**config.mk**
```make
export PLATFORM = sky130hd
export DESIGN_NAME = addr_bkpt_pair
export DESIGN_NICKNAME = d
export VERILOG_FILES = /design/src/rtl/abp_pkg.sv /design/src/rtl/abp_regfile.sv /design/src/rtl/abp_compare.sv /design/src/rtl/abp_merge.sv /design/src/rtl/addr_bkpt_pair.sv
export SDC_FILE = /design/constraint.sdc
export NUM_CORES = 1
export LEC_CHECK = 0
export CAP_MARGIN = 20
export CORE_ASPECT_RATIO = 2
export CORE_MARGIN = 2
export CORE_UTILIZATION = 53
export CTS_BUF_LIST = sky130_fd_sc_hd__clkbuf_16
export DETAILED_ROUTE_END_ITERATION = 8
export PLACE_DENSITY = 0.81
export SYNTH_ARGS = -nofsm -noshare
export SYNTH_HDL_FRONTEND = slang
export SYNTH_SLANG_ARGS = --single-unit
```
**constraint.sdc**
```tcl
create_clock -name clk -period 4.3 [get_ports clk]
set_clock_uncertainty 0.15 [all_clocks]
set_input_delay 0.86 -clock clk [delete_from_list [all_inputs] [get_ports clk]]
set_output_delay 0.86 -clock clk [all_outputs]
set_load 0.03 [all_outputs]
```
**src/rtl/abp_pkg.sv**
```systemverilog
package abp_pkg;

    typedef enum logic [1:0] {
        REL_EQ = 2'd0,
        REL_LT = 2'd1,
        REL_GT = 2'd2,
        REL_LE = 2'd3
    } rel_e;

    // control word, least significant field first in wr_data: fused, rel1, rel2
    typedef struct packed {
        rel_e rel2;
        rel_e rel1;
        logic fused;
    } ctrl_t;

    localparam int CTRL_W = $bits(ctrl_t);

    localparam logic [1:0] SEL_SLOT1 = 2'd0;
    localparam logic [1:0] SEL_SLOT2 = 2'd1;
    localparam logic [1:0] SEL_CTRL  = 2'd2;

endpackage

```
**src/rtl/abp_regfile.sv**
```systemverilog
module abp_regfile
    import abp_pkg::*;
#(
    parameter int ADDR_W = 32
) (
    input  logic                   clk,
    input  logic                   rst_n,
    input  logic                   wr_en,
    input  logic [1:0]             wr_sel,
    input  logic [ADDR_W+1:0]      wr_data,
    output logic [1:0][ADDR_W-1:0] slot_bound,
    output logic [1:0]             slot_en,
    output logic [1:0]             slot_cls,
    output ctrl_t                  ctrl
);
    localparam int WD_W = ADDR_W + 2;

    typedef struct packed {
        ctrl_t                  ctrl;
        logic [1:0]             en;
        logic [1:0]             cls;
        logic [1:0][ADDR_W-1:0] bound;
    } regs_t;

    regs_t regs_d, regs_q;

    always_comb begin
        regs_d = regs_q;
        if (wr_en) begin
            case (wr_sel)
                SEL_SLOT1: begin
                    regs_d.en[0]    = wr_data[WD_W-1];
                    regs_d.cls[0]   = wr_data[WD_W-2];
                    regs_d.bound[0] = wr_data[ADDR_W-1:0];
                end
                SEL_SLOT2: begin
                    regs_d.en[1]    = wr_data[WD_W-1];
                    regs_d.cls[1]   = wr_data[WD_W-2];
                    regs_d.bound[1] = wr_data[ADDR_W-1:0];
                end
                SEL_CTRL: begin
                    // mode and relations are frozen while any slot is armed
                    if (regs_q.en == 2'b00) begin
                        regs_d.ctrl = ctrl_t'(wr_data[CTRL_W-1:0]);
                    end
                end
                default: begin
                end
            endcase
        end
    end

    always_ff @(posedge clk or negedge rst_n) begin
        if (!rst_n) begin
            regs_q <= '0;
        end else begin
            regs_q <= regs_d;
        end
    end

    assign slot_bound = regs_q.bound;
    assign slot_en    = regs_q.en;
    assign slot_cls   = regs_q.cls;
    assign ctrl       = regs_q.ctrl;

    // control stays put when written while armed
    p_ctrl_locked_r10: assert property (@(posedge clk) disable iff (!rst_n)
        (wr_en && wr_sel == SEL_CTRL && regs_q.en != 2'b00) |=> $stable(regs_q.ctrl));

    // unused select writes nothing
    p_sel3_ignored_r11: assert property (@(posedge clk) disable iff (!rst_n)
        (wr_en && wr_sel == 2'd3) |=> $stable(regs_q));

endmodule

```
**src/rtl/abp_compare.sv**
```systemverilog
module abp_compare
    import abp_pkg::*;
#(
    parameter int ADDR_W = 32
) (
    input  logic [ADDR_W-1:0] ea,
    input  logic              ea_cls,
    input  logic [ADDR_W-1:0] bound,
    input  logic              en,
    input  logic              cls,
    input  rel_e              rel,
    output logic              hit
);
    logic rel_ok;

    always_comb begin
        case (rel)
            REL_EQ:  rel_ok = (ea == bound);
            REL_LT:  rel_ok = (ea <  bound);
            REL_GT:  rel_ok = (ea >  bound);
            default: rel_ok = (ea <= bound);
        endcase
        hit = en && (cls == ea_cls) && rel_ok;
    end

endmodule

```
**src/rtl/abp_merge.sv**
```systemverilog
module abp_merge #(
    parameter int ADDR_W = 32
) (
    input  logic              clk,
    input  logic              rst_n,
    input  logic              ea_vld,
    input  logic              ea_cls,
    input  logic [ADDR_W-1:0] ea,
    input  logic [1:0]        hit,
    input  logic              fused,
    output logic              wp1,
    output logic              wp2,
    output logic              brk_req,
    output logic              brk_cls,
    output logic [ADDR_W-1:0] brk_addr
);
    typedef struct packed {
        logic              wp1;
        logic              wp2;
        logic              req;
        logic              cls;
        logic [ADDR_W-1:0] addr;
    } mrg_t;

    mrg_t mrg_d, mrg_q;
    logic any_hit;

    always_comb begin
        mrg_d     = mrg_q;
        mrg_d.wp1 = ea_vld && hit[0] && !fused;
        mrg_d.wp2 = ea_vld && (fused ? (hit[0] && hit[1]) : hit[1]);
        any_hit   = mrg_d.wp1 || mrg_d.wp2;
        if (ea_vld) begin
            if (!ea_cls) begin
                // a new instruction starts: reload the request
                mrg_d.req  = any_hit;
                mrg_d.cls  = 1'b0;
                mrg_d.addr = any_hit ? ea : '0;
            end else if (!mrg_q.req && any_hit) begin
                mrg_d.req  = 1'b1;
                mrg_d.cls  = 1'b1;
                mrg_d.addr = ea;
            end
        end
    end

    always_ff @(posedge clk or negedge rst_n) begin
        if (!rst_n) begin
            mrg_q <= '0;
        end else begin
            mrg_q <= mrg_d;
        end
    end

    assign wp1      = mrg_q.wp1;
    assign wp2      = mrg_q.wp2;
    assign brk_req  = mrg_q.req;
    assign brk_cls  = mrg_q.cls;
    assign brk_addr = mrg_q.addr;

    // first watchpoint silent in fused mode
    p_fused_wp1_low_r4: assert property (@(posedge clk) disable iff (!rst_n)
        fused |=> !mrg_q.wp1);

    // second watchpoint needs both slots
    p_fused_both_r4: assert property (@(posedge clk) disable iff (!rst_n)
        (fused && !(hit[0] && hit[1])) |=> !mrg_q.wp2);

    // no watchpoint after an idle cycle
    p_idle_quiet_r6: assert property (@(posedge clk) disable iff (!rst_n)
        !ea_vld |=> (!mrg_q.wp1 && !mrg_q.wp2));

    // idle cycles keep the request
    p_req_hold_r8: assert property (@(posedge clk) disable iff (!rst_n)
        !ea_vld |=> ($stable(mrg_q.req) && $stable(mrg_q.addr) && $stable(mrg_q.cls)));

    // an instruction request survives data matches
    p_instr_first_r9: assert property (@(posedge clk) disable iff (!rst_n)
        (mrg_q.req && !mrg_q.cls && ea_vld && ea_cls)
        |=> (mrg_q.req && !mrg_q.cls && $stable(mrg_q.addr)));

    // address reads zero without a request
    p_addr_idle_r7: assert property (@(posedge clk) disable iff (!rst_n)
        !mrg_q.req |-> (mrg_q.addr == '0 && !mrg_q.cls));

endmodule

```
**src/rtl/addr_bkpt_pair.sv**
```systemverilog
module addr_bkpt_pair
    import abp_pkg::*;
#(
    parameter int ADDR_W = 32
) (
    input  logic              clk,
    input  logic              rst_n,
    input  logic              wr_en,
    input  logic [1:0]        wr_sel,
    input  logic [ADDR_W+1:0] wr_data,
    input  logic              ea_vld,
    input  logic              ea_cls,
    input  logic [ADDR_W-1:0] ea,
    output logic              wp1,
    output logic              wp2,
    output logic              brk_req,
    output logic              brk_cls,
    output logic [ADDR_W-1:0] brk_addr
);
    localparam int NSLOT = 2;

    logic [NSLOT-1:0][ADDR_W-1:0] slot_bound;
    logic [NSLOT-1:0]             slot_en;
    logic [NSLOT-1:0]             slot_cls;
    logic [NSLOT-1:0]             hit;
    ctrl_t                        ctrl;
    rel_e                         slot_rel [NSLOT];

    assign slot_rel[0] = ctrl.rel1;
    assign slot_rel[1] = ctrl.rel2;

    abp_regfile #(.ADDR_W(ADDR_W)) u_regs (
        .clk        (clk),
        .rst_n      (rst_n),
        .wr_en      (wr_en),
        .wr_sel     (wr_sel),
        .wr_data    (wr_data),
        .slot_bound (slot_bound),
        .slot_en    (slot_en),
        .slot_cls   (slot_cls),
        .ctrl       (ctrl)
    );

    for (genvar g = 0; g < NSLOT; g++) begin : g_slot
        abp_compare #(.ADDR_W(ADDR_W)) u_cmp (
            .ea     (ea),
            .ea_cls (ea_cls),
            .bound  (slot_bound[g]),
            .en     (slot_en[g]),
            .cls    (slot_cls[g]),
            .rel    (slot_rel[g]),
            .hit    (hit[g])
        );

        // a disabled slot never reports a hit
        p_disabled_silent_r2: assert property (@(posedge clk) disable iff (!rst_n)
            !slot_en[g] |-> !hit[g]);
    end

    abp_merge #(.ADDR_W(ADDR_W)) u_merge (
        .clk      (clk),
        .rst_n    (rst_n),
        .ea_vld   (ea_vld),
        .ea_cls   (ea_cls),
        .ea       (ea),
        .hit      (hit),
        .fused    (ctrl.fused),
        .wp1      (wp1),
        .wp2      (wp2),
        .brk_req  (brk_req),
        .brk_cls  (brk_cls),
        .brk_addr (brk_addr)
    );

endmodule

```
==> impl_metrics.csv <==
group,metric,value,unit
floorplanning,fp.dieH,151,um
yosys,synthesis.yosys.warnings,0,
yosys,netlist_top_cells_area,"sky130_fd_sc_hd__dfrtp_1 47%, sky130_fd_sc_hd__ha_1 14%, sky130_fd_sc_hd__mux2_2 8.0%, sky130_fd_sc_hd__a22o_1 5.3%, sky130_fd_sc_hd__inv_1 4.2%",
sta,hold_violations,0,
clock_tree,post_cts_buffers,0,
floorplanning,die_width,77.6,um
critical_path,critical_path.max_stage_delay,0.57,ns
sta,period_needed,4.01,ns
global_routing,pin_count_of_the_biggest_net_entering_global_routing,66,
clock_tree,cts-buffers-inserted,9,
clock_tree,clock_tree.buffer_depth,2,
power,intPower,2.26,mW
clock_tree,clk_transition_reported_paths,0.07,ns
power,netSwitchingFraction,34.0,%
floorplanning,initial_util,54.5,%
global_routing,grt_use_total,25.1,%
placed_design,place.port_buffers,108,
clock_tree,cts.sinks,109,
floorplanning,core.rowCount,53,
yosys,syn-mean-instance-area,10.7,um2
yosys,synth_top_cell_by_area,"sky130_fd_sc_hd__dfrtp_1",
yosys,synth_sequential_area_ratio,47.5,%
final_layout,layout-drive-gt1-share,11.9,%
drt,via_count,4576,
drt,drc,0,
clock_tree,cts_hold_buffers,0,
yosys,synth-edff-count,0,
sta,relSlewSlack,53.1,%
sta,timing_max_transition_violations_final,0,
yosys,synth_largest_type_area_fraction,47.5,%
global_routing,grt-ovfl-total,0,
drt,ant_nets,0,
min_path,hp-class,"flip-flop to flip-flop",
critical_path,worst_path_most_repeated_cell,"sky130_fd_sc_hd__or4_1",
final_layout,nets,790,
sta,final_min_period_over_clock_period,93.2,%
final_layout,layout.cells.non_filler,795,
yosys,synth-seq-cells,109,
yosys,syn-num-nets,675,
placed_design,place.gp.congestion,0.898,
yosys,yosysUniqueCellTypes,40,
critical_path,crit_path_top_delay_cell,"sky130_fd_sc_hd__or4_1",
clock_tree,clock-root-buffer,"sky130_fd_sc_hd__clkbuf_16",
critical_path,critPathKind,"primary input to flip-flop",
floorplanning,die_area,11700,um2
drt,number_of_detailed_routing_iterations_run_before_antenna_repair,4,
sta,final_layout_setup_total_negative_slack,0,ns
final_layout,antennaDiodeCount,0,
power,power_density,467,nW/um2
global_routing,initial_antenna_violation_count,0,
power,power_switching,1.17,mW
global_routing,grt_pass1_vias,4832,
clock_tree,cts-htree-levels,3,
sta,maxClockFrequency,250,MHz
drt,routed_wire_length,14200,um
flow_run,max-cap-violations,0,
sta,worst_pin_slew,0.704,ns
drt,drt_iter0_markers,134,
final_layout,regArea,2730,um2
final_layout,nFillCells,774,
final_layout,area_delta_synth_final,27.5,%
floorplanning,core_area,10500,um2
sta,final-setup-viol-count,0,
critical_path,required,4.39,ns
power,worst_ir_drop_on_vdd,0.373,mV
drt,detail_route.wl_per_cell,17.8,um
sta,rsz0062_at_grt,"false",
power,seq_power_share,40.5,%
run_status,outcome,"completed",
power,p_comb_share,34.7,%
critical_path,worst-path-max-fanout,32,
yosys,syn_inst,538,
critical_path,critPathCaptureType,"flip-flop",
critical_path,worstPathArrival,4.10,ns
placed_design,detailed_place_hpwl,10700,um
final_layout,multi_input_area,2690,um2
floorplanning,io_pins,109,
critical_path,worstSetupStartpointType,"primary input",
critical_path,cp.buffers_inverters,1,
power,power.static_leakage,3.39,nW
yosys,ys_async_sr_fraction,100,%
clock_tree,tritoncts,"done",
drt,vias_per_cell,5.76,
yosys,synthFlopType,"sky130_fd_sc_hd__dfrtp_1",
clock_tree,clk_latency,0.36,ns
power,share_clk_of_total_power,24.8,%
clock_tree,cts.repair.resized,0,
critical_path,worst_path_dominant_cell_family,"simple AND/OR/NAND/NOR gates",
critical_path,crit_chain,"clkdlybuf4s50_1, ha_1, nand4_2, or4_1, or4_1, and4_4, or2_4, a31o_4, a22o_1",
global_routing,grt_first_pass_wirelength,22500,um
placed_design,place_inst,779,
yosys,synth.cell_area,5750,um2
[synth_stat cells, types with 4 or more instances]
cell and number:
sky130_fd_sc_hd__nand2_1 56, sky130_fd_sc_hd__mux2_2 41, sky130_fd_sc_hd__nand2b_1 5, sky130_fd_sc_hd__dfrtp_1 109
sky130_fd_sc_hd__inv_1 65, sky130_fd_sc_hd__o21ai_0 42, sky130_fd_sc_hd__a22o_1 35, sky130_fd_sc_hd__nor3_1 4
sky130_fd_sc_hd__clkbuf_1 10, sky130_fd_sc_hd__a21oi_1 34, sky130_fd_sc_hd__nand3_1 5, sky130_fd_sc_hd__nand4_1 17
sky130_fd_sc_hd__nor4_1 5, sky130_fd_sc_hd__nor2_1 4, sky130_fd_sc_hd__ha_1 64, sky130_fd_sc_hd__o211ai_1 5
[final cells by class]
cell class                 count  area share [%]
multi-input combinational    348            36.8
clock inverter                 7           0.973
timing repair buffer         120            16.3
clock buffer                   9            3.07
sequential                   109            37.2
inverter                      65            3.33
tap                          137            2.34
[through the flow]
step / cell area (um2) / hold WS [ns] / setup slack [ns] / utilization (%) / total power, mW
after global routing: 7330 / 0.365 / 0.116 / 69.5 / 3.61
after floorplan: 5750 / 0.329 / 0.685 / - / 2.10
final: 7330 / 0.357 / 0.294 / 69.5 / 3.42
after global placement: 7030 / 0.338 / -0.00119 / 66.7 / 2.53
after detailed placement: 7030 / 0.340 / -0.0525 / 66.7 / 2.59
after CTS: 7330 / 0.360 / 0.308 / 69.5 / 3.44
[state kept, by name, indices dropped and copies added, names as in the netlist]
register,count
u_regs.slot_en,2
u_merge.wp2,1
u_regs.ctrl,5
u_merge.brk_req,1
u_merge.wp1,1
u_merge.brk_addr,32
u_regs.slot_bound,64
u_merge.brk_cls,1
u_regs.slot_cls,2
[cell usage in the layout (no fill, tap or decap), types with 3 or more instances in the layout]
| master | count |
|---|---|
| sky130_fd_sc_hd__clkinv_2 | 3 |
| sky130_fd_sc_hd__nand2_1 | 56 |
| sky130_fd_sc_hd__clkbuf_16 | 9 |
| sky130_fd_sc_hd__nand4_1 | 17 |
| sky130_fd_sc_hd__a21o_1 | 3 |
| sky130_fd_sc_hd__nand2b_1 | 5 |
| sky130_fd_sc_hd__or4_1 | 3 |
| sky130_fd_sc_hd__buf_4 | 11 |
| sky130_fd_sc_hd__dfrtp_1 | 109 |
| sky130_fd_sc_hd__nor2_1 | 4 |
| sky130_fd_sc_hd__mux2_2 | 41 |
| sky130_fd_sc_hd__o21ai_0 | 42 |
| sky130_fd_sc_hd__nor3_1 | 4 |
| sky130_fd_sc_hd__a21oi_1 | 34 |
| sky130_fd_sc_hd__nand3_1 | 5 |
| sky130_fd_sc_hd__o211ai_1 | 5 |
| sky130_fd_sc_hd__inv_6 | 3 |
| sky130_fd_sc_hd__clkdlybuf4s50_1 | 107 |
| sky130_fd_sc_hd__nor4_1 | 5 |
| sky130_fd_sc_hd__inv_1 | 65 |
| sky130_fd_sc_hd__a311oi_1 | 3 |
| sky130_fd_sc_hd__a22o_1 | 35 |
| sky130_fd_sc_hd__ha_1 | 64 |
[path summary, 6_finish.rpt]
kind                                              startpoint                                 to  slack (ns)  depth (start not counted)
max in group asynchronous                              rst_n      u_regs.slot_en[1]$_DFFE_PN0P_        2.87                          2
hold reg to reg            u_regs.slot_bound[47]$_DFFE_PN0P_  u_regs.slot_bound[47]$_DFFE_PN0P_        0.36                          1
min in group asynchronous                              rst_n   u_merge.brk_addr[14]$_DFFE_PN0P_        0.39                          1
setup / recovery                                      ea[31]    u_merge.brk_addr[3]$_DFFE_PN0P_        0.29                          9
setup reg to reg           u_regs.slot_bound[31]$_DFFE_PN0P_    u_merge.brk_addr[3]$_DFFE_PN0P_        0.97                          9
hold / removal             u_regs.slot_bound[47]$_DFFE_PN0P_  u_regs.slot_bound[47]$_DFFE_PN0P_        0.36                          1
[metal layers]
metal | global-route usage [%] | part of all wire, %
met5 | 0 | 0
met3 | 3.16 | 3.2
met4 | 18.2 | 5.4
met1 | 24.3 | 35
met2 | 47.8 | 56
[cell families (layout without fill, tap and decap cells)]
family / after synthesis / after routing / share of synthesized area (%)
AO/OA/AOI/OAI: 130 / 130 / 14.9
multiplexers: 41 / 41 / 8.03
adder cells (fa/ha/maj): 64 / 64 / 13.9
flip-flops: 109 / 109 / 47.5
XOR/XNOR: 1 / 1 / 0.152
buffers and inverters: 81 / 201 / 5.75
AND/OR/NAND/NOR: 112 / 112 / 9.78
[power groups by stage]
stage / Combinational, mW / Sequential [mW] / Clock [mW]
2_1_floorplan: 0.550 / 1.55 / 0
3_3_place_gp: 1.14 / 1.39 / 0
3_5_place_dp: 1.19 / 1.40 / 0
4_1_cts: 1.20 / 1.39 / 0.858
5_1_grt: 1.29 / 1.41 / 0.898
6_report: 1.19 / 1.39 / 0.848
No activity file was read; power rests on OpenSTA's default activity.
